File: src/rtl/crbit_unit.sv
module crbit_unit (
  input  logic        clk,
  input  logic        rst,
  input  logic        ld_en,
  input  logic [31:0] ld_data,
  input  logic        op_valid,
  input  logic [3:0]  op_code,
  input  logic [4:0]  dst_idx,
  input  logic [4:0]  src_a_idx,
  input  logic [4:0]  src_b_idx,
  input  logic [2:0]  dst_fld,
  input  logic [2:0]  src_fld,
  output logic [31:0] cr_q,
  output logic        done
);

  logic [31:0] cr_r, cr_nxt;
  logic        pend_r, done_r;
  logic        a_bit, b_bit, res;
  logic [4:0]  dst_lsb, src_lsb;

  assign a_bit   = cr_r[5'd31 - src_a_idx];
  assign b_bit   = cr_r[5'd31 - src_b_idx];
  assign dst_lsb = {3'd7 - dst_fld, 2'b00};
  assign src_lsb = {3'd7 - src_fld, 2'b00};

  always_comb begin
    case (op_code[2:0])
      3'd0:    res = a_bit & b_bit;
      3'd1:    res = ~(a_bit & b_bit);
      3'd2:    res = a_bit | b_bit;
      3'd3:    res = a_bit ^ b_bit;
      3'd4:    res = ~(a_bit | b_bit);
      3'd5:    res = ~(a_bit ^ b_bit);
      3'd6:    res = a_bit & ~b_bit;
      default: res = a_bit | ~b_bit;
    endcase
  end

  always_comb begin
    cr_nxt = cr_r;
    if (ld_en)
      cr_nxt = ld_data;
    else if (op_valid) begin
      if (!op_code[3])
        cr_nxt[5'd31 - dst_idx] = res;
      else if (op_code == 4'd8)
        cr_nxt[dst_lsb +: 4] = cr_r[src_lsb +: 4];
    end
  end

  always_ff @(posedge clk) begin
    if (rst) begin
      cr_r   <= '0;
      pend_r <= 1'b0;
      done_r <= 1'b0;
    end else begin
      cr_r   <= cr_nxt;
      pend_r <= op_valid;
      done_r <= pend_r;
    end
  end

  assign cr_q = cr_r;
  assign done = done_r;

  function automatic logic [31:0] fld_mask(input logic [2:0] f);
    return 32'hF << {3'd7 - f, 2'b00};
  endfunction

  assert_reset_clear_R1: assert property (@(posedge clk)
    rst |=> (cr_q == 32'd0 && !done));

  assert_single_bit_R4: assert property (@(posedge clk) disable iff (rst)
    (op_valid && !ld_en && !op_code[3]) |=> ($countones(cr_q ^ $past(cr_q)) <= 1));

  assert_field_only_R5: assert property (@(posedge clk) disable iff (rst)
    (op_valid && !ld_en && op_code == 4'd8)
      |=> (((cr_q ^ $past(cr_q)) & ~fld_mask($past(dst_fld))) == 32'd0));

  assert_unused_code_R7: assert property (@(posedge clk) disable iff (rst)
    (op_valid && !ld_en && op_code > 4'd8) |=> $stable(cr_q));

  assert_load_wins_R8: assert property (@(posedge clk) disable iff (rst)
    ld_en |=> (cr_q == $past(ld_data)));

  assert_done_delay_R9: assert property (@(posedge clk) disable iff (rst)
    op_valid |=> ##1 done);

  assert_idle_hold_R10: assert property (@(posedge clk) disable iff (rst)
    (!op_valid && !ld_en) |=> $stable(cr_q));

endmodule

File: config.mk
export PLATFORM = sky130hd
export DESIGN_NAME = crbit_unit
export DESIGN_NICKNAME = d
export VERILOG_FILES = /design/src/rtl/crbit_unit.sv
export SDC_FILE = /design/constraint.sdc
export NUM_CORES = 1
export LEC_CHECK = 0
export BUFFER_PORTS_ARGS = -buffer_cell sky130_fd_sc_hd__buf_2
export CORE_UTILIZATION = 43
export DETAILED_ROUTE_END_ITERATION = 7
export PLACE_DENSITY = 0.67
export SETUP_SLACK_MARGIN = 0.05
export SYNTH_ARGS = -nofsm -noshare
export SYNTH_HDL_FRONTEND = slang
export SYNTH_SLANG_ARGS = --single-unit
File: constraint.sdc
create_clock -name clk -period 5.48 [get_ports clk]
set_input_delay 0.548 -clock clk [delete_from_list [all_inputs] [get_ports clk]]
set_output_delay 0.548 -clock clk [all_outputs]
set_load 0.02 [all_outputs]
-- Word-level counts from Yosys, hierarchy flattened
Cells that the tools add are included.
- register bits after elaboration: 34
- input port bits: 61
- output and inout bits: 33
- word-level logic and storage cells: 50
- add/subtract/negate cells: 6
- magnitude comparators: 4
- eq/ne operators: 8
- shift-type cells: 3
- mux-type cells: 13
- bitwise logic cells: 9
- reductions and logical operators: 4
- operators by type and width (cell ; number):
    $mux W32 ; 4
    $bwmux W32 ; 2
    $shift A4 B7 Y32 const A ; 1
    $shiftx A32 B6 Y4 ; 1
    $shiftx A4 B7 Y32 ; 1
    $lt A5 B6 Y1 const B ; 3
    $sub A5 B5 Y5 const A ; 3
    $bmux W1 S5 ; 2
    $eq A3 B3 Y1 const B ; 3
    $neg A5 Y7 ; 1
    $pmux W1 S7 ; 1
    $eq A3 B2 Y1 const B ; 2
    $sub A3 B3 Y3 const A ; 2
    $demux W1 S5 ; 1
    $ge A5 B1 Y1 const B ; 1
    $eq A4 B4 Y1 const B ; 1
    $not A1 Y1 ; 4
    $eq A3 B1 Y1 const B ; 1
    $logic_not A3 Y1 ; 1
    $mux W1 ; 3
    $ne A3 B2 Y1 const B ; 1
    $and A1 B1 Y1 ; 2
    $or A1 B1 Y1 ; 2
    $reduce_and A2 Y1 ; 1
    3 further kinds ; 3

-- Depth between registers and ports, before layout
- depth in word-level cells: 10
- mapped depth: 12
- gate-level depth less buffers: 10

-- Least setup slack after synthesis
OpenSTA, ideal clock, no wires.
- path type: input to register
- from: in src_a_idx[0]
- to: reg cr_r[1] (netlist: cr_q[1])
- setup time: 0.133 ns
- data arrival time: 3.333 ns
- data required time: 5.347 ns
- slack: 2.013 ns
- cell stages on the path: 11
- cell sequence: buf_4 > mux4_2 > mux4_2 > mux2i_1 > inv_2 > ha_1 > xor2_1 > mux4_2 > clkbuf_1 > o2111ai_1 > a311oi_1
- cells in the longest elaborated chain, start to end: 10
- elaborated cells on any way between the ends: 16
- RTL lines (item ; line ; text):
    from (decl) ; 9 ; input logic [4:0] src_a_idx,
    $sub A5 B5 Y5 * ; 22 ; assign a_bit = cr_r[5'd31 - src_a_idx];
    $bmux W1 S5 * ; 22 ;
    $mux W1 (not written as such) * ; 22 ;
    $xor A1 B1 Y1, or another cell as far along ; 32, 34 ;
    $not A1 Y1 (on tied branches) ; 34, 30, 33 ;
    $pmux W1 S7 * ; 28 ; case (op_code[2:0])
    $bwmux W32 * ; 46 ; cr_nxt[5'd31 - dst_idx] = res;
    $mux W32 * ; 45 ; if (!op_code[3])
    $mux W32 * ; 44 ; else if (op_valid) begin
    $mux W32 * ; 42 ; if (ld_en)
    to (signal assigned) ; 58 ; cr_r <= cr_nxt;
    to (decl) ; 17 ; logic [31:0] cr_r, cr_nxt;
Every way passes the cells marked *; elsewhere a longest branch is shown, timed or not. The select of a mux whose other input is x is not followed.
A chain may end at the register's enable or synchronous reset.

-- Final worst setup path
- from: in src_a_idx[0]
- to: reg cr_r[16] (netlist: cr_q[16])
Same word-level chain as after synthesis.

==> reports/metrics.csv <==
metric,value,unit
Final ANT Viol Nets,0,
largest net degree at the start of global routing,51,
clock share of power,24.2,%
FP Rows,33,
final-report hold violation count,0,
Pint,494,uW
final setup fails,0,
CTS HTree Levels,2,
Initial Util,44.8,%
max incr delay on CP,0.77,ns
skew final,0.00745,ns
vias,4171,
R2R depth,9,
FMAX,273,MHz
Syn Std Cell Area,0.00372,sq mm
Leak Pwr,0.00153,uW
filler instances,845,
clock-pin slew on the worst setup and hold paths,0.08,ns
HP Class,flop to flop,
Congestion Overflow GR,0,
PwrDens,205,mW/mm^2
Slew headroom,27.5,%
vias per inst,6.94,
vias in the first global route,3749,
flip-flop and latch area,681,sq um
crit path launch type,input pin,
P_sw,345,uW
Synth Register Bits,34,
cells after synthesis,441,
synth top area cells,"dfxtp_1 18%, mux4_2 14%, a311oi_1 5.9%, nor2_1 5.8%, a21oi_1 5.5%",
hpwl dp,9.76,mm
antenna violations before repair,0,
status,"finished, final reports clean",
CP max FO,32,
final wirelength,13.5,mm
hold wc startpoint,pend_r$_SDFF_PP0_,
gr usage total,30.7,%
Final min period,3.66,ns
gp weighted congestion,0.892,
post-synth top area share,18.3,%
area of the multi-input gates,0.00271,sq mm
routed len/inst,22.5,um
Layout area overhead,10.3,%
Fin Hold WS,0.458,ns
Peak supply drop,0.101,mV
nets,562,
Reg power frac,36.6,%
most frequent cell after synthesis,nor2_1,
worst setup path end,cr_q[16]$_SDFFE_PP0P_,
crit-path cells,buf_2 -> mux4_2 -> mux4_2 -> mux2i_1 -> inv_2 -> ha_1 -> xor2_1 -> mux4_2 -> o2111ai_1 -> a311oi_1,
Core Region,0.00830,sq mm
layout cells sized above 1,27.4,%
global-route wire length before repair,20.9,mm
drt pass-1 iters,5,
crit-path leading delay family,multiplexers,
clk_lat worst skew,0.30,ns
Setup CP Type,input pin to flop,
Worst Path Arrival,3.81,ns
Post-synth EDFFs,0,
Die Area,0.00902,sq mm
post-CTS setup buffers,0,
biggest area consumer among synthesized cells,dfxtp_1,
RSZ-0062 raised after global routing,false,
Resized cells post-CTS,0,
Ys Warns,0,
Worst-Margin Slew,1.09,ns
Most used DFF post-synth,dfxtp_1,
switching share of power,41.1,%
Die Span X,95.0,um
Layout Utilization,49.4,%
worst setup path startpoint,src_a_idx[0],
# hold bufs at CTS,0,
Worst Path Required,5.63,ns
First DRT Iteration DRCs,514,
I/O Pins,94,
FF-to-FF End,cr_q[16]$_SDFFE_PP0P_,
Buf/Inv on CP,2,
Clock Path Buffers,2,
PortBufs,93,
# DRC,0,
pins over their slew limit,0,
sequential area share after synthesis,18.3,%
"FFs w/ async S/R, synth",0,%
Die H,95.0,um
CTS tree,yes,
total nets after synthesis,508,
CTS Root Cell,clkbuf_8,
combinational share of power,39.2,%
critical path depth in cells,10,
r2r startpoint,cr_q[28]$_SDFFE_PP0P_,
Reg2Reg Setup Slack,1.97,ns
fin crit share,66.8,%
maxcap violations,0,
Synth Area per Inst,8.43,sq um
Setup crit end kind,flop,
distinct cell type count of the synthesized netlist,59,
synth cell count leaders,"57 x nor2_1, 42 x nand2_1, 41 x a21oi_1",
ant diodes,0,
setup_tns,0,ns
clk sinks,34,
Num CTS Buffers,5,
cell repeated most along the worst path,mux4_2,
CP max-delay cell,mux4_2,
==> layout make-up <==
type                    instances  share of cell area (%)
flip-flops and latches         34                    16.6
repair buffers                 94                    11.5
clock buffers                   7                    2.11
inverters                       4                   0.366
multi-input cells             356                    66.1
clock inverters                 1                   0.122
well taps                     105                    3.21
==> per-stage QoR <==
| step | setup slack (ns) | total power [uW] | std cells | area, sq um |
|---|---|---|---|---|
| finish | 1.82 | 839 | 601 | 4100 |
| global route | 1.58 | 875 | 601 | 4100 |
| CTS | 1.80 | 832 | 601 | 4100 |
| detailed placement | 1.48 | 633 | 593 | 4010 |
| global placement | 1.57 | 628 | 593 | 4010 |
| floorplan | 2.01 | 534 | 441 | 3720 |
==> flip-flops by register name (all words and copies together) (netlist names) <==
signal and count:
cr_q 32, done 1, pend_r 1
==> routing by layer <==
metal | part of all wire [%] | vias to the layer above | global-route usage (%)
li1 | - | 1851 | -
met1 | 42 | 1986 | 43.1
met2 | 45 | 296 | 47.0
met3 | 10 | 38 | 5.07
met4 | 2.7 | 0 | 10.9
met5 | 0 | - | 0
==> worst min path at each step <==
| stage | end | slack (ns) | cells after the start |
|---|---|---|---|
| detailed placement | done$_SDFF_PP0_ | 0.44 | 1 |
| finish | done$_SDFF_PP0_ | 0.46 | 1 |
| global route | done$_SDFF_PP0_ | 0.48 | 1 |
| CTS | done$_SDFF_PP0_ | 0.46 | 1 |
| global placement | done$_SDFF_PP0_ | 0.43 | 1 |
| floorplan | done$_SDFF_PP0_ | 0.41 | 1 |
==> logic make-up after synthesis <==
family | Yosys count | synth area share [%]
adders and majority gates | 6 | 2.02
and+or+nand+nor | 165 | 23.0
DFF | 34 | 18.3
buffers and inverters | 51 | 8.99
AOI/OAI and AO/OA | 142 | 28.4
muxes | 42 | 19.1
xor gates and xnor gates | 1 | 0.236
==> power groups by stage <==
stage / sequential (uW) / combinational [uW] / clock [uW]
after CTS: 305 / 323 / 204
after detailed placement: 310 / 322 / 0
after global placement: 310 / 318 / 0
final: 307 / 329 / 203
after global routing: 308 / 354 / 213
after floorplan: 319 / 216 / 0
==> cells in the final DEF (no fill, tap or decap), types with 3 or more instances in the layout <==
cell / count
and2_1: 5
a311oi_1: 25
a221oi_1: 9
nor2b_1: 13
nand4_1: 4
nor3_1: 3
buf_2: 93
o21ai_1: 9
and3_1: 5
nor3b_1: 5
nand2_1: 42
nand3_1: 8
a211oi_1: 3
o2111ai_1: 23
a21oi_1: 41
a22oi_1: 8
dfxtp_1: 34
o21bai_1: 4
a31oi_1: 4
and3b_1: 3
ha_1: 6
o32ai_1: 3
clkbuf_8: 6
mux4_2: 23
nor2_1: 57
mux2i_1: 19
(Power assumes the default switching activity.)
